--- src/rtl/sof_timer_pkg.sv ---
package sof_timer_pkg;
  typedef struct packed {
    logic start;    // begin a fresh microframe, latch the trim
    logic advance;  // timer is running, count this clock
  } ctlStrobe_t;
endpackage

--- src/rtl/sof_timer_ctl.sv ---
module sof_timer_ctl
  import sof_timer_pkg::*;
#(
  parameter int TRIM_W     = 6,
  parameter int TRIM_RESET = 32,
  parameter int REG_W      = 8,
  parameter int ADDR_W     = 2,
  parameter int ADJ_ADDR   = 1
) (
  input  logic              clk,
  input  logic              rstN,
  input  logic              runEn,
  input  logic [ADDR_W-1:0] regAddr,
  input  logic              regWe,
  input  logic [REG_W-1:0]  regWrData,
  input  logic              atTerminal,
  output ctlStrobe_t        ctl,
  output logic [TRIM_W-1:0] trimVal,
  output logic [REG_W-1:0]  regRdData,
  output logic              halted
);
  logic active;
  logic addrHit;
  logic unusedHiBits;

  assign addrHit      = (regAddr == ADDR_W'(ADJ_ADDR));
  assign unusedHiBits = ^regWrData[REG_W-1:TRIM_W];
  assign ctl.start    = !active && runEn;
  assign ctl.advance  = active;
  assign halted       = !active;
  assign regRdData    = addrHit ? REG_W'(trimVal) : '0;

  always_ff @(posedge clk) begin
    if (!rstN) begin
      active  <= 1'b0;
      trimVal <= TRIM_W'(TRIM_RESET);
    end else begin
      if (ctl.start)
        active <= 1'b1;
      else if (active && atTerminal && !runEn)
        active <= 1'b0;
      if (regWe && addrHit && !active)
        trimVal <= regWrData[TRIM_W-1:0];
    end
  end

  // trim cannot move while the timer runs
  p_trim_frozen_r5: assert property (@(posedge clk) disable iff (!rstN)
    !halted |=> $stable(trimVal));
  // a run request while halted leaves halted on the next edge
  p_start_clears_halt_r6: assert property (@(posedge clk) disable iff (!rstN)
    (halted && runEn) |=> !halted);
  // stopping waits for the terminal count
  p_stop_waits_r7: assert property (@(posedge clk) disable iff (!rstN)
    (!halted && !atTerminal) |=> !halted);
endmodule

--- src/rtl/sof_timer_dp.sv ---
module sof_timer_dp
  import sof_timer_pkg::*;
#(
  parameter int BASE_LEN   = 59488,
  parameter int STEP_SHIFT = 4,
  parameter int TRIM_W     = 6,
  parameter int CNT_W      = 16,
  parameter int IDX_W      = 14
) (
  input  logic              clk,
  input  logic              rstN,
  input  ctlStrobe_t        ctl,
  input  logic [TRIM_W-1:0] trimVal,
  output logic              atTerminal,
  output logic              sofPulse,
  output logic [IDX_W-1:0]  uframeIdx
);
  logic [CNT_W-1:0]  cnt;
  logic [TRIM_W-1:0] shadowTrim;
  logic [CNT_W-1:0]  lastCount;

  assign lastCount  = CNT_W'(BASE_LEN - 1) + (CNT_W'(shadowTrim) << STEP_SHIFT);
  assign atTerminal = (cnt == lastCount);

  always_ff @(posedge clk) begin
    if (!rstN) begin
      cnt        <= '0;
      shadowTrim <= '0;
      sofPulse   <= 1'b0;
      uframeIdx  <= '0;
    end else if (ctl.start) begin
      cnt        <= '0;
      shadowTrim <= trimVal;
      sofPulse   <= 1'b0;
    end else if (ctl.advance) begin
      if (atTerminal) begin
        cnt       <= '0;
        sofPulse  <= 1'b1;
        uframeIdx <= uframeIdx + 1'b1;
      end else begin
        cnt      <= cnt + 1'b1;
        sofPulse <= 1'b0;
      end
    end else begin
      sofPulse <= 1'b0;
    end
  end

  // the running count never passes the latched terminal value
  p_cnt_bound_r3: assert property (@(posedge clk) disable iff (!rstN)
    ctl.advance |-> (cnt <= lastCount));
  // strobe is a single clock wide
  p_sof_width_r4: assert property (@(posedge clk) disable iff (!rstN)
    sofPulse |=> !sofPulse);
  // the index steps by one with each strobe
  p_idx_step_r8: assert property (@(posedge clk) disable iff (!rstN)
    sofPulse |-> (uframeIdx == IDX_W'($past(uframeIdx) + 1'b1)));
  // the index holds between strobes
  p_idx_hold_r8: assert property (@(posedge clk) disable iff (!rstN)
    !sofPulse |-> $stable(uframeIdx));
endmodule

--- src/rtl/uframe_sof_timer.sv ---
module uframe_sof_timer
  import sof_timer_pkg::*;
#(
  parameter int BASE_LEN   = 59488,
  parameter int STEP_SHIFT = 4,
  parameter int TRIM_W     = 6,
  parameter int TRIM_RESET = 32,
  parameter int REG_W      = 8,
  parameter int ADDR_W     = 2,
  parameter int ADJ_ADDR   = 1,
  parameter int IDX_W      = 14
) (
  input  logic               clk,
  input  logic               rstN,
  input  logic               runEn,
  input  logic [ADDR_W-1:0]  regAddr,
  input  logic               regWe,
  input  logic [REG_W-1:0]   regWrData,
  output logic [REG_W-1:0]   regRdData,
  output logic               sofPulse,
  output logic               halted,
  output logic [IDX_W-1:0]   uframeIdx,
  output logic [IDX_W-4:0]   frameNum
);
  localparam int UF_PER_FRAME_LOG2 = 3;
  localparam int MAX_LEN = BASE_LEN + (((1 << TRIM_W) - 1) << STEP_SHIFT);
  localparam int CNT_W   = $clog2(MAX_LEN);

  ctlStrobe_t        ctl;
  logic [TRIM_W-1:0] trimVal;
  logic              atTerminal;

  sof_timer_ctl #(
    .TRIM_W(TRIM_W), .TRIM_RESET(TRIM_RESET), .REG_W(REG_W),
    .ADDR_W(ADDR_W), .ADJ_ADDR(ADJ_ADDR)
  ) ctl_i (
    .clk(clk), .rstN(rstN), .runEn(runEn), .regAddr(regAddr),
    .regWe(regWe), .regWrData(regWrData), .atTerminal(atTerminal),
    .ctl(ctl), .trimVal(trimVal), .regRdData(regRdData), .halted(halted)
  );

  sof_timer_dp #(
    .BASE_LEN(BASE_LEN), .STEP_SHIFT(STEP_SHIFT), .TRIM_W(TRIM_W),
    .CNT_W(CNT_W), .IDX_W(IDX_W)
  ) dp_i (
    .clk(clk), .rstN(rstN), .ctl(ctl), .trimVal(trimVal),
    .atTerminal(atTerminal), .sofPulse(sofPulse), .uframeIdx(uframeIdx)
  );

  assign frameNum = uframeIdx[IDX_W-1:UF_PER_FRAME_LOG2];
endmodule

--- config.mk ---
export PLATFORM = sky130hd
export DESIGN_NAME = uframe_sof_timer
export DESIGN_NICKNAME = d
export VERILOG_FILES = /design/src/rtl/sof_timer_pkg.sv /design/src/rtl/sof_timer_ctl.sv /design/src/rtl/sof_timer_dp.sv /design/src/rtl/uframe_sof_timer.sv
export SDC_FILE = /design/constraint.sdc
export NUM_CORES = 1
export LEC_CHECK = 0
export ABC_CLOCK_PERIOD_IN_PS = 3380
export BUFFER_PORTS_ARGS = -buffer_cell sky130_fd_sc_hd__buf_2
export CAP_MARGIN = 0
export CORE_MARGIN = 2
export CORE_UTILIZATION = 30
export CTS_CLUSTER_SIZE = 14
export DETAILED_ROUTE_END_ITERATION = 12
export SYNTH_ARGS = -nofsm -noshare
export SYNTH_HDL_FRONTEND = slang
export SYNTH_SLANG_ARGS = --single-unit
--- constraint.sdc ---
create_clock -name clk -period 3.38 [get_ports clk]
set_input_delay 0.169 -clock clk [delete_from_list [all_inputs] [get_ports clk]]
set_output_delay 0.169 -clock clk [all_outputs]
set_load 0.03 [all_outputs]
Word level (Yosys, flattened, before mapping)
Index checks and enable logic that the tools add are counted.

Flip-flop bits (word level): 44. Output and inout port bits: 35. Input port bits: 14.

Muxes and demuxes: 5. Reductions and logical operators: 11. Bitwise gates (word level): 3. Equality and inequality tests: 2. $add $sub $neg: 3.

Operators with widths (number): 16-bit by 1-bit adder with 16-bit output, second input constant (1); 16-bit equality test (1); 16-bit two-way mux (1); 14-bit by 11-bit adder with 15-bit output, first input constant (1); 14-bit by 1-bit adder with 14-bit output, second input constant (1); 6-bit two-way mux (1); 1-bit logical AND (5); 1-bit two-way mux (3); 1-bit inverter (3); 3-bit AND reduction (1); 3-bit OR reduction (1); 2-bit by 1-bit equality test with 1-bit output, second input constant (1); 1-bit zero test (2); 2-bit nonzero test (1); 2-bit OR reduction (1).

Logic depth before layout (Yosys ltp)
Gate-level depths: netlist of the first run.

Depth in word-level cells: 6. Mapped depth: 9.

By module
Synthesis of the first run repeated with hierarchy kept, for this count alone.

Cell total of the unflattened synthesis: 279. Area total of the unflattened synthesis: 2523.7 um2.

Modules (own cells, without submodules): sof_timer_dp (area each 2067.0 um2, cells an instance 225, times used 1, seq. area each 740.7 um2); sof_timer_ctl (area each 374.1 um2, cells an instance 43, times used 1, seq. area each 140.1 um2); uframe_sof_timer (area each 82.6 um2, cells an instance 11, times used 1, seq. area each 0.0 um2).

Worst setup path before layout of the first run
OpenSTA, ideal clock, no wires.

Kind: flip-flop to flip-flop. Start: register dp_i.shadowTrim[2]. End: register dp_i.uframeIdx[13]. Clock period less this slack: 2265 ps. Library setup time: 70 ps. Slack: 1115 ps. Arrival time: 2194 ps. Path buffers: 1. Stages on the path, launching flop included: 8. Cell sequence: dfxtp_1 buf_6 a21o_4 o21ba_1 a221o_1 a2111o_1 or4_1 a21oi_1.

Longest elaborated chain between the ends: 3.

RTL lines: start: declaration (line sof_timer_dp.sv:19) `logic [TRIM_W-1:0] shadowTrim;`; start signal: assignment (line sof_timer_dp.sv:33) `shadowTrim <= trimVal;`; 14-bit by 11-bit adder with 15-bit output (line sof_timer_dp.sv:22) `assign lastCount = CNT_W'(BASE_LEN - 1) + (CNT_W'(shadowTrim) << STEP_SHIFT);`; 16-bit equality test (line sof_timer_dp.sv:23) `assign atTerminal = (cnt == lastCount);`; 3-bit AND reduction (no line); end signal: assignment (line sof_timer_dp.sv:39) `uframeIdx <= uframeIdx + 1'b1;`; end: declaration (line sof_timer_dp.sv:16) `output logic [IDX_W-1:0] uframeIdx`.

No other way between the ends. A chain may end at the register's enable or synchronous reset.

Worst setup path after layout of the first run
Start: register dp_i.cnt[0]. End: register dp_i.uframeIdx[8].

Longest elaborated chain between the ends: 2.

RTL lines: start: declaration (line sof_timer_dp.sv:18) `logic [CNT_W-1:0] cnt;`; start signal: assignment (line sof_timer_dp.sv:41) `cnt <= cnt + 1'b1;`; 16-bit equality test (line sof_timer_dp.sv:23); 3-bit AND reduction (no line).

No other way between the ends.

==> results of run 1 <==
critical path: stages, from the launching register on:
cell and delay [ps]:
dfxtp_1 370, ha_1 290, nand4b_1 140, nor4_1 350
nand3_1 120, a2111o_1 630, or4_1 610, a21oi_1 150
state kept, by name, indices dropped and copies added, names as in the netlist:
signal and count:
dp_i.cnt 16, dp_i.shadowTrim 6, dp_i.uframeIdx 14, dp_i.sofPulse 1, ctl_i.trimVal 6, ctl_i.active 1
placed cells by master, fill, tap and decap left out, drive strengths merged:
cell type and instances:
nand4 6, xnor2 9, clkinvlp 2, nor3b 1, and4b 1, nand2 28, nand4b 2, dfxtp 44
nand3 14, a221o 1, a31oi 1, and3 4, and2 7, ha 3, buf 44, nor2b 2
conb 2, nor4 1, nor3 2, mux2i 7, inv 5, a21oi 21, a21o 1, and4 3
clkbuf 6, or3 9, o2111ai 1, nand3b 2, o31ai 3, nor2 32, o21ai 10, xor2 13
a2111o 2, o21ba 1, or4 3
cell usage after synthesis, types with 5 or more instances:
master    count  area share
dfxtp_1      44        0.40
nand4_1       6       0.017
nor2_1       32       0.055
xor2_1       13       0.052
xnor2_1       9       0.036
and2_1        7       0.020
inv_1         5      0.0085
buf_4        13       0.044
clkbuf_1      9       0.015
a21oi_1      21       0.048
or3_1         7       0.020
nand3_1      14       0.032
o21ai_0      10       0.023
nand2_1      28       0.048
mux2i_1       7       0.032
power by group through the flow:
| stage | combinational, mW | clock, mW | sequential (mW) |
|---|---|---|---|
| finish | 0.0471 | 0.351 | 0.530 |
| global route | 0.0540 | 0.384 | 0.532 |
| CTS | 0.0478 | 0.363 | 0.530 |
| detailed placement | 0.0477 | 0 | 0.543 |
| global placement | 0.0470 | 0 | 0.542 |
| floorplan | 0.0381 | 0 | 0.539 |
stage by stage:
step / util / power, mW / cells / worst slack [ps] / instance area [um^2]
finish: 0.3466 / 0.9284 / 392 / 652.0 / 2487
global route: 0.3466 / 0.9692 / 392 / 321.5 / 2487
CTS: 0.3466 / 0.9409 / 392 / 634.9 / 2487
detailed placement: 0.3330 / 0.5903 / 384 / 631.8 / 2390
global placement: 0.3330 / 0.5895 / 384 / 679.6 / 2390
floorplan: - / 0.5770 / 266 / 1115 / 2205
cell type report:
type,count,share of cell area
clock buffers,6,0.03320
clock inverters,2,0.006036
inverters,5,0.007545
multi-input cells,192,0.4608
flip-flops and latches,44,0.3541
well taps,99,0.04980
repair buffers,44,0.08853
how the worst min path moves through the flow:
stage | start | to | slack, ps | cells after the start
finish | rstN | ctl_i.trimVal[5] | 60 | 2
CTS | rstN | ctl_i.trimVal[5] | 50 | 2
detailed placement | rstN | ctl_i.trimVal[5] | 370 | 2
global route | rstN | ctl_i.trimVal[5] | 60 | 2
floorplan | rstN | ctl_i.trimVal[5] | 230 | 1
global placement | rstN | ctl_i.trimVal[5] | 370 | 2
per-layer routing:
metal | vias to the layer above | track usage | wire length, um
met3 | 7 | 0.02285 | 156
met2 | 36 | 0.1905 | 2017
met4 | 0 | 0.04478 | 69
li1 | 949 | - | -
met5 | - | 0 | 0
met1 | 842 | 0.1515 | 2116
cell families after synthesis:
logic type | count (synthesis) | share of synthesized area
xor gates and xnor gates | 22 | 0.08755
and+or+nand+nor | 117 | 0.2672
muxes | 7 | 0.03184
other | 1 | 0.001704
DFF | 44 | 0.4002
AOI/OAI and AO/OA | 41 | 0.1137
buffers and inverters | 30 | 0.08072
adders and majority gates | 3 | 0.01706
==> results.toml, run 1 <==
[grt]
overflow = 0
grt_max_degree = 30
grt_pass1_vias = 1640
grt_usage = 0.1165
grt_pass1_wl_mm = 7.410
grt_antenna_before_repair = 0

[logic_synthesis]
synthCells = 265
synth_area_mm2 = 0.002201
syn_avg_cell_area_um2 = 8.305
ys_types = 37
synth_edf_count = 0
ys.flop_type = "dfxtp_1"
yosys_warnings = 0
synth_seq_area_share = 0.4002
synth-async-reset-ratio = 0
ys_ff_latch = 44

[final_layout]
seqCellArea_um2 = 880.8
post_route_cells_drive_above_1_share = 0.1877
area_growth_pct = 13.02
nets = 309
multiInputGateArea_mm2 = 0.001146
n_antenna_cell = 0
fill_cells = 781

[route]
viasPerCell = 4.679
num_vias = 1834
dr.pass1.iters = 4
drc = 0
drt-total-wl_mm = 4.359
drt.antenna.violating_nets = 0
wire_per_inst_um = 11.12
first_iter_violations = 71

[power_and_ir_drop]
power_leakage_nw = 0.9547
worst_ir_drop_vdd_v = 0.0001851
power_density_mw_per_mm2 = 373.3
p_seq_frac = 0.571
pwr-share-clk = 0.378
comb_power_share = 0.051
p_int_mw = 0.7053
swShare = 0.2403
power.switching_mw = 0.2231

[status]
status = "finished, final reports clean"

[worst_setup_path]
crit_type = "reg2reg"
endpoint = "dp_i.uframeIdx[8]"
worst_ep_required_time_ps = 3600
r2r_cells = 7
reg2reg_from = "dp_i.cnt[0]"
cp-start-kind = "register"
reg2reg_slack_ps = 650
end_kind = "register"
startpoint = "dp_i.cnt[0]"
cp.arrival_ps = 2950
crit_path_max_fanout = 28
reg2reg_to = "dp_i.uframeIdx[8]"

[floorplan]
core_mm2 = 0.007176
die-area_mm2 = 0.008037
io_pins = 49
die_w_um = 89.65
rows = 31
die_height_um = 89.65
initial_core_util = 0.3067

[sta]
finalSetupViolations = 0
min_period_ps = 2728
final_hold_viol_count = 0
tns_ps = 0
relSlewSlack = 0.4067
holdWs_ps = 59.86
worst_pin_slew_ps = 888.9
slew_violations = 0
fmax_ghz = 0.3666
period_share = 0.8071
finClkSkew_ps = 6.636
grt_setup_unrepaired = "no"

[clock_tree]
htreeDepth = 2
clock_latency_ps = 300
cts_setup_buffers = 0
root_buffer = "clkbuf_8"
clkTransAtPathRegs_ps = 90
hold_buffers = 0
cts_sinks = 44
cts_tree = "yes"
cts_buffer_depth = 2
ctsResizeCount = 0
cts_inserted_buffers = 5

[min_path]
hold_class = "in2reg"

[place]
port_buffers = 44
dpl.hpwl_mm = 3.171
place_congestion = 0.6687

[job]
cap_violations = 0
(Power assumes the default switching activity.)
==> inputs of run 2 (changes only) <==
Settings changed: ABC_CLOCK_PERIOD_IN_PS 3380 to 2550.
Clock period 3.38 ns to 2.55 ns, I/O delays scaled along.
==> run 2 against run 1 <==
Compared with the run above: cell area grew 6.9%; fmax grew 11%; register-to-register slack lost 560 ps; global-route usage rose by 0.36 points; combinational power up 50%; first-iteration DRC count rose by 17%; sequential cell count did not move; non-clock buffer count increased by 10; highest routed layer unchanged.
==> results.toml, run 2 (synthesis gave the netlist of run 1 again) <==
[route]
first_iter_violations = 83
wire_per_inst_um = 11.88
drc = 0
viasPerCell = 4.672
num_vias = 1878
drt-total-wl_mm = 4.776
drt.antenna.violating_nets = 0
dr.pass1.iters = 4

[grt]
grt_usage = 0.1201
grt_pass1_vias = 1670
grt_antenna_before_repair = 0
grt_pass1_wl_mm = 7.645
overflow = 0
grt_max_degree = 30

[sta]
min_period_ps = 2461
relSlewSlack = 0.3542
tns_ps = 0
fmax_ghz = 0.4063
finClkSkew_ps = 6.742
worst_pin_slew_ps = 967.6
period_share = 0.9652
finalSetupViolations = 0
slew_violations = 0
grt_setup_unrepaired = "no"
final_hold_viol_count = 0

[final_layout]
nets = 319
largest_reg_flops = 16
largest-register = "dp_i.cnt"
layout_commonest_cell = "buf_2"
mostFrequentLayoutCells = "44 x buf_2, 42 x dfxtp_1, 32 x nor2_1"
post_route_cells_drive_above_1_share = 0.2508
layoutNonFillerInstCount = 402
fill_cells = 742
n_antenna_cell = 0
top_regs = "dp_i.cnt: 16 flops, dp_i.uframeIdx: 14 flops"
area_growth_pct = 20.86

[floorplan]
initial_core_util = 0.3067
die-area_mm2 = 0.008037
io_pins = 49
die_height_um = 89.65
rows = 31
die_w_um = 89.65
core_mm2 = 0.007176

[worst_setup_path]
worst_ep_required_time_ps = 2780
reg2reg_slack_ps = 90
cp.arrival_ps = 2690
crit_type = "reg2reg"
reg2reg_from = "dp_i.shadowTrim[1]"
reg2reg_to = "dp_i.uframeIdx[6]"
r2r_cells = 8
end_kind = "register"
cp-start-kind = "register"
crit_path_max_fanout = 8

[status]
status = "finished, final reports clean"

[min_path]
min_path_cells = 2
hold_class = "in2reg"
hp-start = "rstN"
hold_path_end = "ctl_i.trimVal[5]"

[place]
placed_cells = 389
place_congestion = 0.7079
port_buffers = 44
dpl.hpwl_mm = 3.281

[clock_tree]
htreeDepth = 2
clkTransAtPathRegs_ps = 80
cts_sinks = 44
cts_inserted_buffers = 5
cts_tree = "yes"
hold_buffers = 0
cts_buffer_depth = 2
clock_latency_ps = 300
root_buffer = "clkbuf_8"

[power_and_ir_drop]
power_density_mw_per_mm2 = 487.5
worst_ir_drop_vdd_v = 0.0003104
power_leakage_nw = 1.029

[job]
cap_violations = 0
## run 2: per-layer routing
metal	vias to the layer above	track usage	routed length, um
met4	0	0.05292	85
li1	974	-	-
met2	36	0.2045	2276
met1	862	0.1470	2255
met3	6	0.02285	159
met5	-	0	0
## run 2: where the power goes
part | switching (mW) | internal (mW) | leakage, nW
Sequential | 0.00674 | 0.692 | 0.357
Combinational | 0.0459 | 0.0249 | 0.617
Clock | 0.236 | 0.291 | 0.0552
Total | 0.289 | 1.01 | 1.03
## run 2: how the worst max path moves through the flow
stage                     slack (ps)            endpoint  depth (start not counted)               start
final                             90   dp_i.uframeIdx[6]                          8  dp_i.shadowTrim[1]
after global routing              20   dp_i.uframeIdx[6]                          8  dp_i.shadowTrim[1]
after global placement           130  dp_i.uframeIdx[13]                          8  dp_i.shadowTrim[0]
after CTS                          7  dp_i.uframeIdx[12]                          8         dp_i.cnt[0]
after detailed placement          40  dp_i.uframeIdx[12]                          8  dp_i.shadowTrim[0]
after floorplan                  290  dp_i.uframeIdx[13]                          7  dp_i.shadowTrim[2]
## run 2: repair_timing
action                     CTS  global route
gates resized for setup      0            17
setup buffers                0             4
hold endpoints to repair     0             0
setup endpoints to repair    0             8
## run 2: per-stage QoR
step / utilization / hold WS, ps / area, um^2 / total power, mW / worst slack, ps
2_1_floorplan: - / 189.4 / 2205 / 0.7649 / 285.2
3_3_place_gp: 0.3400 / 320.4 / 2440 / 0.7853 / 129.5
4_1_cts: 0.3550 / 5.945 / 2547 / 1.312 / 6.728
3_5_place_dp: 0.3400 / 321.7 / 2440 / 0.7866 / 40.69
6_report: 0.3707 / 14.66 / 2660 / 1.297 / 88.76
5_1_grt: 0.3707 / 5.557 / 2660 / 1.343 / 16.32
## run 2: final cells by class
type | count | area [um^2] | area share
Clock buffer | 6 | 72.57 | 0.02728
Multi-Input combinational cell | 192 | 1196 | 0.4497
Timing Repair Buffer | 54 | 325.3 | 0.1223
Sequential cell | 44 | 888.4 | 0.3340
Clock inverter | 2 | 35.03 | 0.01317
Inverter | 5 | 18.77 | 0.007056
Tap cell | 99 | 123.9 | 0.04657
## run 2: critical path: stages (launching register included)
cell and delay (ps):
dfxtp_4 370, a21o_4 230, o21ba_1 160, a221o_1 390, a2111o_1 440, buf_12 160, buf_4 150, or3_4 370
a21oi_2 130
==> inputs of run 3 (changes only) <==
Settings changed: ABC_AREA from default to 1.
==> run 3 against run 2 <==
Compared with the run above: global-route usage increased by 1.2 points; combinational power up 82%; utilization fell by 2.2 points; worst setup slack gained 430 ps; synthesized cell count is 39% higher; hold slack better by 49 ps; clock skew up 3.6 ps; critical path depth is 2 higher; synthesized area rose by 16%; critical path type unchanged; cell count up 26%; fmax up 21%; sequential power rose by 2%.
==> results.toml, run 3 <==
[status]
status = "finished, final reports clean"

[worst_setup_path]
startpoint = "dp_i.shadowTrim[0]"
reg2reg_from = "dp_i.shadowTrim[0]"
reg2reg_to = "dp_i.uframeIdx[1]"
r2r_cells = 10
cp-start-kind = "register"
endpoint = "dp_i.uframeIdx[1]"
end_kind = "register"
worst_ep_required_time_ps = 2720
cp.arrival_ps = 2200
crit_path_max_fanout = 10
reg2reg_slack_ps = 520
crit_type = "reg2reg"

[sta]
final_hold_viol_count = 0
slew_violations = 0
finClkSkew_ps = 10.34
grt_setup_unrepaired = "no"
min_period_ps = 2029
finalSetupViolations = 0
period_share = 0.7956
tns_ps = 0
finalWorstSetupSlack_ps = 521.3
fmax_ghz = 0.4929

[place]
place_ws_ps = 560.0
place_congestion = 0.8274
dpl.hpwl_mm = 4.242
port_buffers = 44
dpl_cell_area_mm2 = 0.002786
placed_cells = 500

[route]
viasPerCell = 4.616
drt-total-wl_mm = 5.535
dr.pass1.iters = 5
drt.antenna.violating_nets = 0
first_iter_violations = 66
wire_per_inst_um = 10.90
drc = 0
num_vias = 2345

[logic_synthesis]
syn_avg_cell_area_um2 = 6.948
yosysTopAreaCell = "dfxtp_1"
ys_ff_latch = 44
synth_xor_area_frac = 0.05466
ys.flop_type = "dfxtp_1"
synth-async-reset-ratio = 0
synth_edf_count = 0
ys_types = 33
ys_top_cells_by_count = "78 x nand2_1, 44 x dfxtp_1, 41 x inv_1"
synth_compound_area_frac = 0.07662
synth_top_family_by_area = "simple AND/OR/NAND/NOR gates"
synthAdderAreaFrac = 0.01464
synth_area_mm2 = 0.002564
yosys_warnings = 0
synthCells = 369
synthSimpleGateAreaFrac = 0.3856
synth.area.top_cells = "dfxtp_1 34%, nand2_1 11%, inv_1 6.0%"
synth_top_area_share = 0.3436
synth_seq_area_share = 0.3436
synth_mux_area_frac = 0
synth.most_common_cell = "nand2_1"

[final_layout]
largest_reg_flops = 16
final_util = 0.3483
top_regs = "dp_i.cnt: 16 flops, dp_i.uframeIdx: 14 flops"
area_growth_pct = 12.20
mostFrequentLayoutCells = "78 x nand2_1, 44 x dfxtp_1, 44 x buf_2"
largest-register = "dp_i.cnt"
nets = 419
layout_commonest_cell = "nand2_1"
layoutNonFillerInstCount = 508
post_route_cells_drive_above_1_share = 0.2084
n_antenna_cell = 0
design_area_mm2 = 0.002877

[grt]
grt_max_degree = 24
grt_usage = 0.1324
grt_pass1_wl_mm = 9.666
grt_antenna_before_repair = 0
grt_pass1_vias = 2107
overflow = 0

[job]
cap_violations = 0

[power_and_ir_drop]
power_density_mw_per_mm2 = 451.0
worst_ir_drop_vdd_v = 0.0002310
power_leakage_nw = 1.233

[floorplan]
io_pins = 49
rows = 33
core_mm2 = 0.008258
initial_core_util = 0.3105
die-area_mm2 = 0.009301
die_height_um = 96.44
die_w_um = 96.44

[min_path]
hold_class = "in2reg"

[clock_tree]
htreeDepth = 2
clock_latency_ps = 300
cts_inserted_buffers = 5
hold_buffers = 0
clkTransAtPathRegs_ps = 90
cts_buffer_depth = 2
ctsResizeCount = 0
cts_setup_buffers = 0
cts_tree = "yes"
root_buffer = "clkbuf_8"
cts_sinks = 44
-- run 3: changes by cell type in the layout (fill, tap and decap cells not counted), moves of 8 or more --
cell     before  now
nor2_1       32   40
inv_1         5   41
nor2_2        0   12
nand4_1       6   21
nand3_1      14   24
nand2_1      28   78
-- run 3: logic make-up after synthesis --
| group | after synthesis |
|---|---|
| other cells | 1 |
| xor+xnor | 16 |
| buf+inv | 66 |
| flops | 44 |
| simple gates | 201 |
| compound gates | 38 |
| fa+ha+maj | 3 |
-- run 3: critical path, cell delays in order (launching register included) --
cell and delay (ps):
dfxtp_1 350, ha_1 310, inv_1 40, nand2_1 90, nand2_1 70, nor2_1 130, nand3_1 150, nor2_4 250
nand4_2 300, nand2_1 150, a21oi_1 70
-- run 3: layer usage --
metal / track usage / vias to the layer above / share of wire
met3: 0.02638 / 4 / 0.048
met5: 0 / - / 0
met1: 0.1721 / 1040 / 0.48
met4: 0.05399 / 0 / 0.013
li1: - / 1243 / -
met2: 0.2147 / 58 / 0.46
-- run 3: per-stage QoR --
stage | power (mW) | hold WS, ps
2_1_floorplan | 0.8301 | 248.2
3_3_place_gp | 0.8560 | 363.4
3_5_place_dp | 0.8593 | 385.3
4_1_cts | 1.314 | 60.23
5_1_grt | 1.359 | 103.4
6_report | 1.297 | 63.96
-- run 3: how the worst min path moves through the flow --
stage / from / depth (start not counted) / to / slack, ps
CTS: runEn / 3 / ctl_i.active / 60
finish: runEn / 3 / ctl_i.active / 60
global route: runEn / 3 / ctl_i.active / 100
detailed placement: runEn / 3 / ctl_i.active / 390
global placement: runEn / 3 / ctl_i.active / 360
floorplan: runEn / 2 / ctl_i.active / 250
-- run 3: layout make-up --
cell class              count  area (um^2)
repair buffers             46        235.2
well taps                 105        131.4
fillers                   911         5381
clock buffers               8        90.09
inverters                  45        168.9
flip-flops and latches     44        880.8
multi-input cells         260         1370
-- run 3: power breakdown --
part           switching [mW]  internal, mW
sequential             0.0125         0.701
combinational          0.0904        0.0391
clock                   0.233         0.221
total                   0.336         0.961
